`src/rtl/pci_tgt_pkg.sv`:
```
package pci_tgt_pkg;

  typedef enum logic [2:0] {
    K_NONE, K_MRD, K_MWR, K_CRD, K_CWR
  } kind_e;

  typedef enum logic [2:0] {
    S_IDLE, S_DEC, S_DATA, S_STOPW, S_TURN, S_IGN
  } state_e;

  // Fold the command code onto the four kinds the target serves.
  function automatic kind_e classify(input logic [3:0] cmd);
    case (cmd)
      4'b0110, 4'b1100, 4'b1110: classify = K_MRD;
      4'b0111, 4'b1111:          classify = K_MWR;
      4'b1010:                   classify = K_CRD;
      4'b1011:                   classify = K_CWR;
      default:                   classify = K_NONE;
    endcase
  endfunction

endpackage

```
`src/rtl/pci_tgt_cmd_dec.sv`:
```
module pci_tgt_cmd_dec
  import pci_tgt_pkg::*;
(
  input  logic [3:0] cmd,
  input  logic [1:0] ad_lo,
  input  logic       idsel,
  input  logic       bar_match,
  input  logic       mem_en,
  output kind_e      kind,
  output logic       claim,
  output logic       single
);

  logic is_mem, is_cfg;

  always_comb begin
    kind   = classify(cmd);
    is_mem = (kind == K_MRD) || (kind == K_MWR);
    is_cfg = (kind == K_CRD) || (kind == K_CWR);
    claim  = (is_mem && mem_en && bar_match) ||
             (is_cfg && idsel && (ad_lo == 2'b00));
    single = is_cfg || (ad_lo != 2'b00);
  end

endmodule

```
`src/rtl/pci_tgt_cfg.sv`:
```
module pci_tgt_cfg #(
  parameter int             BAR_BITS = 12,
  parameter logic [15:0]    VEN_ID   = 16'h1D0F,
  parameter logic [15:0]    DEV_ID   = 16'h0A51
) (
  input  logic                clk,
  input  logic                rst_n,
  input  logic                we,
  input  logic [5:0]          idx,
  input  logic [3:0]          wbe,
  input  logic [31:0]         wdata,
  output logic [31:0]         rdata,
  output logic [31-BAR_BITS:0] bar_hi,
  output logic                mem_en
);

  localparam logic [5:0]  IDX_ID   = 6'd0;
  localparam logic [5:0]  IDX_CMD  = 6'd1;
  localparam logic [5:0]  IDX_BAR  = 6'd4;
  localparam logic [31:0] BAR_MASK = ~((32'h1 << BAR_BITS) - 32'h1);

  logic [31:0] bar_q, bar_d, bar_wr;
  logic        men_q, men_d;

  for (genvar b = 0; b < 4; b++) begin : g_lane
    assign bar_wr[8*b +: 8] = (we && idx == IDX_BAR && wbe[b]) ?
                              wdata[8*b +: 8] : bar_q[8*b +: 8];
  end

  always_comb begin
    bar_d = bar_wr & BAR_MASK;
    men_d = (we && idx == IDX_CMD && wbe[0]) ? wdata[1] : men_q;
  end

  always_ff @(posedge clk or negedge rst_n) begin
    if (!rst_n) begin
      bar_q <= '0;
      men_q <= 1'b0;
    end else begin
      bar_q <= bar_d;
      men_q <= men_d;
    end
  end

  always_comb begin
    case (idx)
      IDX_ID:  rdata = {DEV_ID, VEN_ID};
      IDX_CMD: rdata = {30'd0, men_q, 1'b0};
      IDX_BAR: rdata = bar_q;
      default: rdata = '0;
    endcase
  end

  assign bar_hi = bar_q[31:BAR_BITS];
  assign mem_en = men_q;

endmodule

```
`src/rtl/pci_tgt_fsm.sv`:
```
module pci_tgt_fsm
  import pci_tgt_pkg::*;
(
  input  logic clk,
  input  logic rst_n,
  input  logic frame_n,
  input  logic irdy_n,
  input  logic claim,
  input  logic single,
  output logic addr_phase,
  output logic complete,
  output logic in_data,
  output logic devsel_n,
  output logic trdy_n,
  output logic stop_n,
  output logic ctl_oe
);

  state_e st_q, st_d;
  logic   frame_q, hit_q, hit_d, disc_q, disc_d;

  assign addr_phase = (st_q == S_IDLE) && !frame_n && frame_q;
  assign in_data    = (st_q == S_DATA);
  assign complete   = in_data && !irdy_n;

  always_comb begin
    st_d   = st_q;
    hit_d  = addr_phase ? claim  : hit_q;
    disc_d = addr_phase ? single : disc_q;
    case (st_q)
      S_IDLE:  if (addr_phase) st_d = S_DEC;
      S_DEC:   st_d = hit_q ? S_DATA : S_IGN;
      S_DATA:  if (complete) begin
                 if (frame_n)     st_d = S_TURN;
                 else if (disc_q) st_d = S_STOPW;
               end
      S_STOPW: if (frame_n) st_d = S_TURN;
      S_TURN:  st_d = S_IDLE;
      S_IGN:   if (frame_n && irdy_n) st_d = S_IDLE;
      default: st_d = S_IDLE;
    endcase
  end

  always_ff @(posedge clk or negedge rst_n) begin
    if (!rst_n) begin
      st_q    <= S_IDLE;
      frame_q <= 1'b1;
      hit_q   <= 1'b0;
      disc_q  <= 1'b0;
    end else begin
      st_q    <= st_d;
      frame_q <= frame_n;
      hit_q   <= hit_d;
      disc_q  <= disc_d;
    end
  end

  always_comb begin
    devsel_n = !((st_q == S_DATA) || (st_q == S_STOPW));
    trdy_n   = !(st_q == S_DATA);
    stop_n   = !(((st_q == S_DATA) && disc_q) || (st_q == S_STOPW));
    ctl_oe   = (st_q == S_DATA) || (st_q == S_STOPW) || (st_q == S_TURN);
  end

endmodule

```
`src/rtl/pci_tgt_lite.sv`:
```
module pci_tgt_lite
  import pci_tgt_pkg::*;
#(
  parameter int          BAR_BITS = 12,
  parameter logic [15:0] VEN_ID   = 16'h1D0F,
  parameter logic [15:0] DEV_ID   = 16'h0A51
) (
  input  logic                 clk,
  input  logic                 rst_n,
  input  logic                 frame_n,
  input  logic                 irdy_n,
  input  logic                 idsel,
  input  logic [31:0]          ad_in,
  input  logic [3:0]           cbe_n,
  output logic [31:0]          ad_out,
  output logic                 ad_oe,
  output logic                 par_out,
  output logic                 par_oe,
  output logic                 devsel_n,
  output logic                 trdy_n,
  output logic                 stop_n,
  output logic                 ctl_oe,
  output logic [BAR_BITS-3:0]  be_addr,
  output logic [31:0]          be_wdata,
  output logic [3:0]           be_wbe,
  output logic                 be_wr,
  output logic                 be_rd,
  input  logic [31:0]          be_rdata
);

  localparam int AW = BAR_BITS - 2;

  logic [1:0]          rs_q;
  logic                rst_sn;
  logic [AW-1:0]       addr_q, addr_d;
  kind_e               kind, kind_q, kind_d;
  logic                claim, single, addr_phase, complete, in_data;
  logic                mem_en, cfg_we, bar_match, rd_kind;
  logic [31-BAR_BITS:0] bar_hi;
  logic [31:0]         cfg_rdata, rd_word;
  logic                par_d, par_q, poe_q;

  // Reset enters at once, leaves on a clock edge.
  always_ff @(posedge clk or negedge rst_n) begin
    if (!rst_n) rs_q <= 2'b00;
    else        rs_q <= {rs_q[0], 1'b1};
  end
  assign rst_sn = rs_q[1];

  assign bar_match = (ad_in[31:BAR_BITS] == bar_hi);

  pci_tgt_cmd_dec u_dec (
    .cmd(cbe_n), .ad_lo(ad_in[1:0]), .idsel(idsel), .bar_match(bar_match),
    .mem_en(mem_en), .kind(kind), .claim(claim), .single(single)
  );

  pci_tgt_fsm u_fsm (
    .clk(clk), .rst_n(rst_sn), .frame_n(frame_n), .irdy_n(irdy_n),
    .claim(claim), .single(single), .addr_phase(addr_phase),
    .complete(complete), .in_data(in_data), .devsel_n(devsel_n),
    .trdy_n(trdy_n), .stop_n(stop_n), .ctl_oe(ctl_oe)
  );

  pci_tgt_cfg #(.BAR_BITS(BAR_BITS), .VEN_ID(VEN_ID), .DEV_ID(DEV_ID)) u_cfg (
    .clk(clk), .rst_n(rst_sn), .we(cfg_we), .idx(addr_q[5:0]),
    .wbe(~cbe_n), .wdata(ad_in), .rdata(cfg_rdata), .bar_hi(bar_hi),
    .mem_en(mem_en)
  );

  // Address counter: load on address phase, step one word per data phase.
  always_comb begin
    addr_d = addr_q;
    kind_d = kind_q;
    if (addr_phase) begin
      addr_d = ad_in[BAR_BITS-1:2];
      kind_d = kind;
    end else if (complete) begin
      addr_d = addr_q + AW'(1);
    end
  end

  always_comb begin
    rd_kind  = (kind_q == K_MRD) || (kind_q == K_CRD);
    rd_word  = (kind_q == K_MRD) ? be_rdata : cfg_rdata;
    ad_oe    = in_data && rd_kind;
    ad_out   = ad_oe ? rd_word : '0;
    be_addr  = addr_q;
    be_wdata = ad_in;
    be_wbe   = ~cbe_n;
    be_wr    = complete && (kind_q == K_MWR);
    be_rd    = complete && (kind_q == K_MRD);
    cfg_we   = complete && (kind_q == K_CWR);
    par_d    = ^{ad_out, cbe_n};
  end

  always_ff @(posedge clk or negedge rst_sn) begin
    if (!rst_sn) begin
      addr_q <= '0;
      kind_q <= K_NONE;
      par_q  <= 1'b0;
      poe_q  <= 1'b0;
    end else begin
      addr_q <= addr_d;
      kind_q <= kind_d;
      par_q  <= par_d;
      poe_q  <= ad_oe;
    end
  end

  assign par_out = par_q;
  assign par_oe  = poe_q;

endmodule

```
`config.mk`:
```
export PLATFORM = sky130hd
export DESIGN_NAME = pci_tgt_lite
export DESIGN_NICKNAME = d
export VERILOG_FILES = /design/src/rtl/pci_tgt_pkg.sv /design/src/rtl/pci_tgt_cmd_dec.sv /design/src/rtl/pci_tgt_cfg.sv /design/src/rtl/pci_tgt_fsm.sv /design/src/rtl/pci_tgt_lite.sv
export SDC_FILE = /design/constraint.sdc
export NUM_CORES = 1
export LEC_CHECK = 0
export CORE_MARGIN = 4
export CORE_UTILIZATION = 46
export DETAILED_ROUTE_END_ITERATION = 6
export HOLD_SLACK_MARGIN = 0.08
export PLACE_DENSITY = 0.93
export SYNTH_ARGS = -nofsm -noshare
export SYNTH_HDL_FRONTEND = slang
export SYNTH_SLANG_ARGS = --single-unit
```
`constraint.sdc`:
```
create_clock -name clk -period 5.3 [get_ports clk]
set_input_delay 1.325 -clock clk [delete_from_list [all_inputs] [get_ports clk]]
set_output_delay 1.325 -clock clk [all_outputs]
set_load 0.03 [all_outputs]
```
==> results.py, run 1 <==
metrics = {
    "status": {
        "status": "complete, no violations",
    },
    "sta": {
        "period_needed_ps": 4790,
        "setup_viol": 0,
        "max_freq_mhz": 209,
        "hold_violations": 0,
        "min_period_over_period": 0.904,
        "timing.setup.tns_ps": 0,
        "clock_skew_ps": 5.70,
        "slew-limit-headroom": 0.354,
        "hold_slack_ps": 360,
        "rsz0062_at_grt": "false",
        "worstMarginPinSlew_ps": 969,
        "slew_viol_final": 0,
    },
    "clock_network": {
        "hold_buffers": 0,
        "numCtsBuffers": 5,
        "cts-root-buf": "clkbuf_8",
        "clk_latency_ps": 290,
        "cts.clk_slew.worst_paths_ps": 80,
        "cts.sinks": 44,
        "post_cts_buffers": 0,
        "cts_max_path_buffers": 2,
        "cts_resized": 0,
        "htreeDepth": 2,
        "cts_tree": "built",
    },
    "critical_path": {
        "required_ps": 3970,
        "crit_type": "reg -> out",
        "r2r_slack_ps": 1870,
        "startpoint_type": "flip-flop",
        "crit_fanout": 15,
        "cp.arrival_ps": 3470,
        "crit_path_end_kind": "output port",
    },
    "detailed_routing": {
        "remaining_drc_errors": 0,
        "wirelength_mm": 11.3,
        "drtIter0Drc": 128,
        "antenna_left": 0,
        "vias": 3586,
        "vias_per_cell": 5.51,
        "wl_per_cell_um": 17.4,
        "first_pass_iters": 5,
    },
    "placement": {
        "hpwlAfterDp_mm": 8.97,
        "io_buffer_count": 159,
        "dpl_cell_area_um2": 5070,
        "gp_congestion": 0.879,
    },
    "cells_and_area": {
        "num_antenna_cells": 0,
        "fin_area_um2": 5200,
        "multi_input_area_um2": 2180,
        "final-seq-area_um2": 1100,
        "nets": 630,
        "syn_to_final_growth_pct": 42.4,
        "postLayoutCoreUtil": 0.673,
        "drive_above_1_share": 0.0838,
        "filler_cell_count": 631,
    },
    "yosys": {
        "synthCells": 429,
        "yosysMostFrequentCell": "dfrtp_1",
        "ys_top_cells_by_area": "dfrtp_1 29%, xnor2_1 8.9%, buf_4 6.8%",
        "yosysTopAreaCell": "dfrtp_1",
        "syn-cell-area_um2": 3650,
        "synth_cell_types": 59,
        "synth_edf_count": 0,
        "ys_ff_latch": 44,
        "ys_warn_count": 0,
        "ys.flop_type": "dfrtp_1",
        "synth_commonest_cells": "43 x dfrtp_1, 42 x nor2_1, 39 x nand2_1",
        "async_flop_share": 1.00,
        "avgSynthCellArea_um2": 8.51,
        "yosysTopAreaCellShare": 0.295,
        "synth_nets": 511,
        "ys_seq_area_frac": 0.302,
    },
    "global_routing": {
        "antenna_found_initial": 0,
        "grt_overflow": 0,
        "track_usage": 0.231,
        "grt_pass1_wl_mm": 17.9,
        "grt_pass1_vias": 3690,
        "grt_max_degree": 43,
    },
    "pwr": {
        "p_per_area_nw_per_um2": 294,
        "power_frac_clock": 0.183,
        "p_sw_uw": 652,
        "power_frac_comb": 0.486,
        "p_int_uw": 876,
        "p_seq_frac": 0.330,
        "sw_frac_of_total": 0.427,
        "p_leak_uw": 0.00210,
        "vdd.ir_drop.worst_v": 0.000157,
    },
    "floorplan": {
        "die_y_um": 97.1,
        "die-area_um2": 9430,
        "pin_count": 160,
        "core_area_um2": 7730,
        "rows": 32,
        "die_w_um": 97.1,
        "start_util": 0.473,
    },
    "worst_hold_path": {
        "hold_class": "reg -> reg",
    },
    "run": {
        "cap_violations": 0,
    },
}
-- flip-flops by register name (all words and copies together), names as in the netlist --
signal / cells
be_addr: 10
kind_q: 3
par_oe: 1
par_out: 1
rs_q: 2
u_cfg.bar_q: 20
u_cfg.mem_en: 1
u_fsm.disc_q: 1
u_fsm.frame_q: 1
u_fsm.hit_q: 1
u_fsm.st_q: 3
-- final cells by class --
class                   count  share of cell area
flip-flops and latches     44               0.212
well taps                 102              0.0245
clock buffers               7              0.0185
clock inverters             1             0.00577
inverters                  15              0.0108
repair buffers            161               0.309
multi-input cells         321               0.419
-- layout by cell type, fill, tap and decap left out, types with 2 or more instances in the layout --
master / Yosys / final
o21a_1: 4 / 4
nor2_1: 42 / 42
clkdlybuf4s50_1: 0 / 159
mux2_2: 21 / 21
ha_1: 9 / 9
xnor3_1: 2 / 2
nand2_1: 39 / 39
o21ai_0: 36 / 36
xor2_1: 19 / 19
nand2b_1: 4 / 4
xnor2_1: 37 / 37
a32oi_1: 2 / 2
nor4b_1: 2 / 2
nand3_1: 11 / 11
inv_1: 14 / 14
nor2_2: 2 / 2
a31oi_1: 5 / 5
mux2i_1: 2 / 2
o22ai_1: 3 / 3
clkbuf_8: 0 / 7
and2_1: 12 / 12
dfrtp_1: 43 / 42
o221a_2: 2 / 2
nand4_1: 7 / 7
nor2b_1: 2 / 2
and3_1: 2 / 2
buf_4: 33 / 2
nor4_1: 5 / 5
nor3_1: 7 / 7
o31ai_1: 2 / 2
a21oi_1: 17 / 17
-- stage by stage --
stage / worst slack, ps / cells / total power [uW]
detailed placement: 831 / 643 / 1250
global placement: 885 / 643 / 1210
global route: 393 / 651 / 1620
floorplan: 1440 / 429 / 978
finish: 509 / 651 / 1530
CTS: 544 / 651 / 1530
-- critical path, cell delays in order, from the launching register on --
cell and delay, ps:
dfrtp_1 540, or3b_1 530, nand2b_1 470, inv_1 480
o21ai_0 160, a21oi_1 260, clkdlybuf4s50_1 730
-- metal layers --
layer | share of wire | vias up | global-route usage
met5 | 0 | - | 0
met4 | 0.030 | 0 | 0.0853
met3 | 0.058 | 26 | 0.0388
met2 | 0.50 | 168 | 0.403
met1 | 0.41 | 1705 | 0.284
li1 | - | 1687 | -
-- power groups by stage --
stage	Combinational (uW)	Sequential [uW]	Clock, uW
2_1_floorplan	433	544	0
3_3_place_gp	714	500	0
3_5_place_dp	737	509	0
4_1_cts	741	504	284
5_1_grt	803	519	299
6_report	743	505	280
-- path summary, 6_finish.rpt --
path,from,end,cells past startpoint
max,u_fsm.st_q[0],ad_out[27],6
min,rs_q[0],rs_q[1],0
max reg2reg,u_fsm.st_q[0],par_out,9
min reg2reg,rs_q[0],rs_q[1],0
max in group asynchronous,rst_n,rs_q[1],1
min in group asynchronous,rs_q[1],u_fsm.st_q[2],0
-- cells by family after synthesis --
group | count (synthesis) | share of synthesized area
flip-flops | 44 | 0.302
other | 1 | 0.00103
AND/OR/NAND/NOR | 144 | 0.199
multiplexers | 24 | 0.0733
adder cells (fa/ha/maj) | 9 | 0.0308
AO/OA/AOI/OAI | 85 | 0.145
XOR/XNOR | 58 | 0.147
buffers and inverters | 64 | 0.103
Note: power is estimated with default switching activity, not from simulation.
==> run 2, diff against run 1 <==
--- a/config.mk
+++ b/config.mk
@@ -6,10 +6,11 @@
 export NUM_CORES = 1
 export LEC_CHECK = 0
 export CORE_MARGIN = 4
-export CORE_UTILIZATION = 46
+export CORE_UTILIZATION = 54
 export DETAILED_ROUTE_END_ITERATION = 6
+export DONT_BUFFER_PORTS = 1
 export HOLD_SLACK_MARGIN = 0.08
-export PLACE_DENSITY = 0.93
+export PLACE_DENSITY = 0.75
 export SYNTH_ARGS = -nofsm -noshare
 export SYNTH_HDL_FRONTEND = slang
 export SYNTH_SLANG_ARGS = --single-unit
==> results.py, run 2 (same netlist as run 1, synthesis figures left out) <==
metrics = {
    "placement": {
        "place_ws_ps": 794,
        "dp_cells": 458,
        "hpwlAfterDp_mm": 7.23,
        "gp_congestion": 0.841,
        "io_buffer_count": 0,
    },
    "floorplan": {
        "rows": 29,
        "die_w_um": 90.2,
        "start_util": 0.565,
        "core_area_um2": 6460,
        "die_y_um": 90.2,
        "die-area_um2": 8140,
        "pin_count": 160,
    },
    "critical_path": {
        "startpoint_type": "flip-flop",
        "path_buf_inv": 1,
        "crit_type": "reg -> out",
        "crit_path_end_kind": "output port",
        "max_stage_delay_ps": 670,
        "cp.depth": 5,
        "critPathTopFamily": "simple AND/OR/NAND/NOR gates",
        "crit_fanout": 15,
        "required_ps": 3970,
        "path_cells": "or3b_1 -> nand2b_1 -> inv_1 -> o21ai_0 -> a21oi_1",
        "cp_slowest_cell": "a21oi_1",
        "cp.arrival_ps": 3510,
        "worstRegToRegCells": 9,
    },
    "detailed_routing": {
        "wirelength_mm": 9.11,
        "drtIter0Drc": 140,
        "first_pass_iters": 4,
        "antenna_left": 0,
        "remaining_drc_errors": 0,
        "vias": 2830,
        "wl_per_cell_um": 19.5,
        "vias_per_cell": 6.07,
    },
    "clock_network": {
        "htreeDepth": 2,
        "cts.clk_slew.worst_paths_ps": 80,
        "post_cts_buffers": 0,
        "cts_max_path_buffers": 2,
        "cts_tree": "built",
        "numCtsBuffers": 5,
        "cts.sinks": 44,
        "cts_resized": 0,
        "hold_buffers": 0,
        "cts-root-buf": "clkbuf_8",
        "clk_latency_ps": 300,
    },
    "cells_and_area": {
        "largest_reg_flops": 20,
        "top_register": "u_cfg.bar_q",
        "syn_to_final_growth_pct": -3.01,
        "layout_common_cells": "42 x nor2_1, 42 x dfrtp_1, 39 x nand2_1",
        "nets": 470,
        "drive_above_1_share": 0.118,
        "num_antenna_cells": 0,
        "final_cell_count_no_fill": 466,
    },
    "sta": {
        "rsz0062_at_grt": "false",
        "worstMarginPinSlew_ps": 1000,
        "min_period_over_period": 0.913,
        "max_freq_mhz": 207,
        "period_needed_ps": 4840,
        "setup_slack_ps": 461,
        "slew_viol_final": 0,
        "setup_viol": 0,
        "timing.setup.tns_ps": 0,
        "hold_slack_ps": 362,
        "hold_violations": 0,
        "slew-limit-headroom": 0.331,
        "clock_skew_ps": 11.7,
    },
    "worst_hold_path": {
        "hold_class": "reg -> reg",
        "holdPathStages": 0,
    },
    "pwr": {
        "p_per_area_nw_per_um2": 350,
        "power_uw": 1240,
        "p_leak_uw": 0.00148,
        "vdd.ir_drop.worst_v": 0.000188,
    },
    "run": {
        "cap_violations": 0,
    },
    "status": {
        "status": "complete, no violations",
    },
    "global_routing": {
        "grt_pass1_wl_mm": 14.3,
        "track_usage": 0.218,
        "antenna_found_initial": 0,
        "grt_max_degree": 43,
        "grt_pass1_vias": 2701,
        "grt_overflow": 0,
    },
}
run 2: power breakdown:
part	internal [uW]	switching (uW)	total, uW	leakage (uW)
Sequential	395	216	611	0.000572
Clock	104	119	223	0.0000510
Combinational	165	241	406	0.000852
Total	664	576	1240	0.00148
run 2: stage by stage:
stage / cell area (um2) / util
final: 3540 / 0.548
after global routing: 3540 / 0.548
after CTS: 3540 / 0.548
after detailed placement: 3450 / 0.534
after global placement: 3450 / 0.534
after floorplan: 3650 / -
run 2: worst reg2reg max path, delay by kind of cell, from the launching register on:
family,cells,cell delay [ps]
AND/OR/NAND/NOR,3,1230
XOR/XNOR,3,990
AO/OA/AOI/OAI,2,930
buffers and inverters,1,640
flip-flops,1,520
run 2: worst paths after layout:
check	slack (ps)	end	from
min reg2reg	360	rs_q[1]	rs_q[0]
min	360	rs_q[1]	rs_q[0]
min in group asynchronous	420	u_fsm.hit_q	rs_q[1]
max reg2reg	880	par_out	u_fsm.st_q[0]
max	460	ad_out[12]	u_fsm.st_q[0]
max in group asynchronous	4290	kind_q[0]	rs_q[1]
run 2: cell type report:
cell class	count	area, um2
Clock buffer	6	82.6
Sequential cell	44	1100
Multi-Input combinational cell	321	2190
Inverter	15	56.3
Fill cell	613	2920
Tap cell	77	96.3
Timing Repair Buffer	1	7.51
Clock inverter	2	10.0
run 2: layer usage:
layer | up-vias | global-route usage | routed length [um]
met5 | - | 0 | 0
met1 | 1346 | 0.279 | 3690
li1 | 1363 | - | -
met4 | 0 | 0.0344 | 79
met2 | 114 | 0.359 | 4470
met3 | 7 | 0.0835 | 869
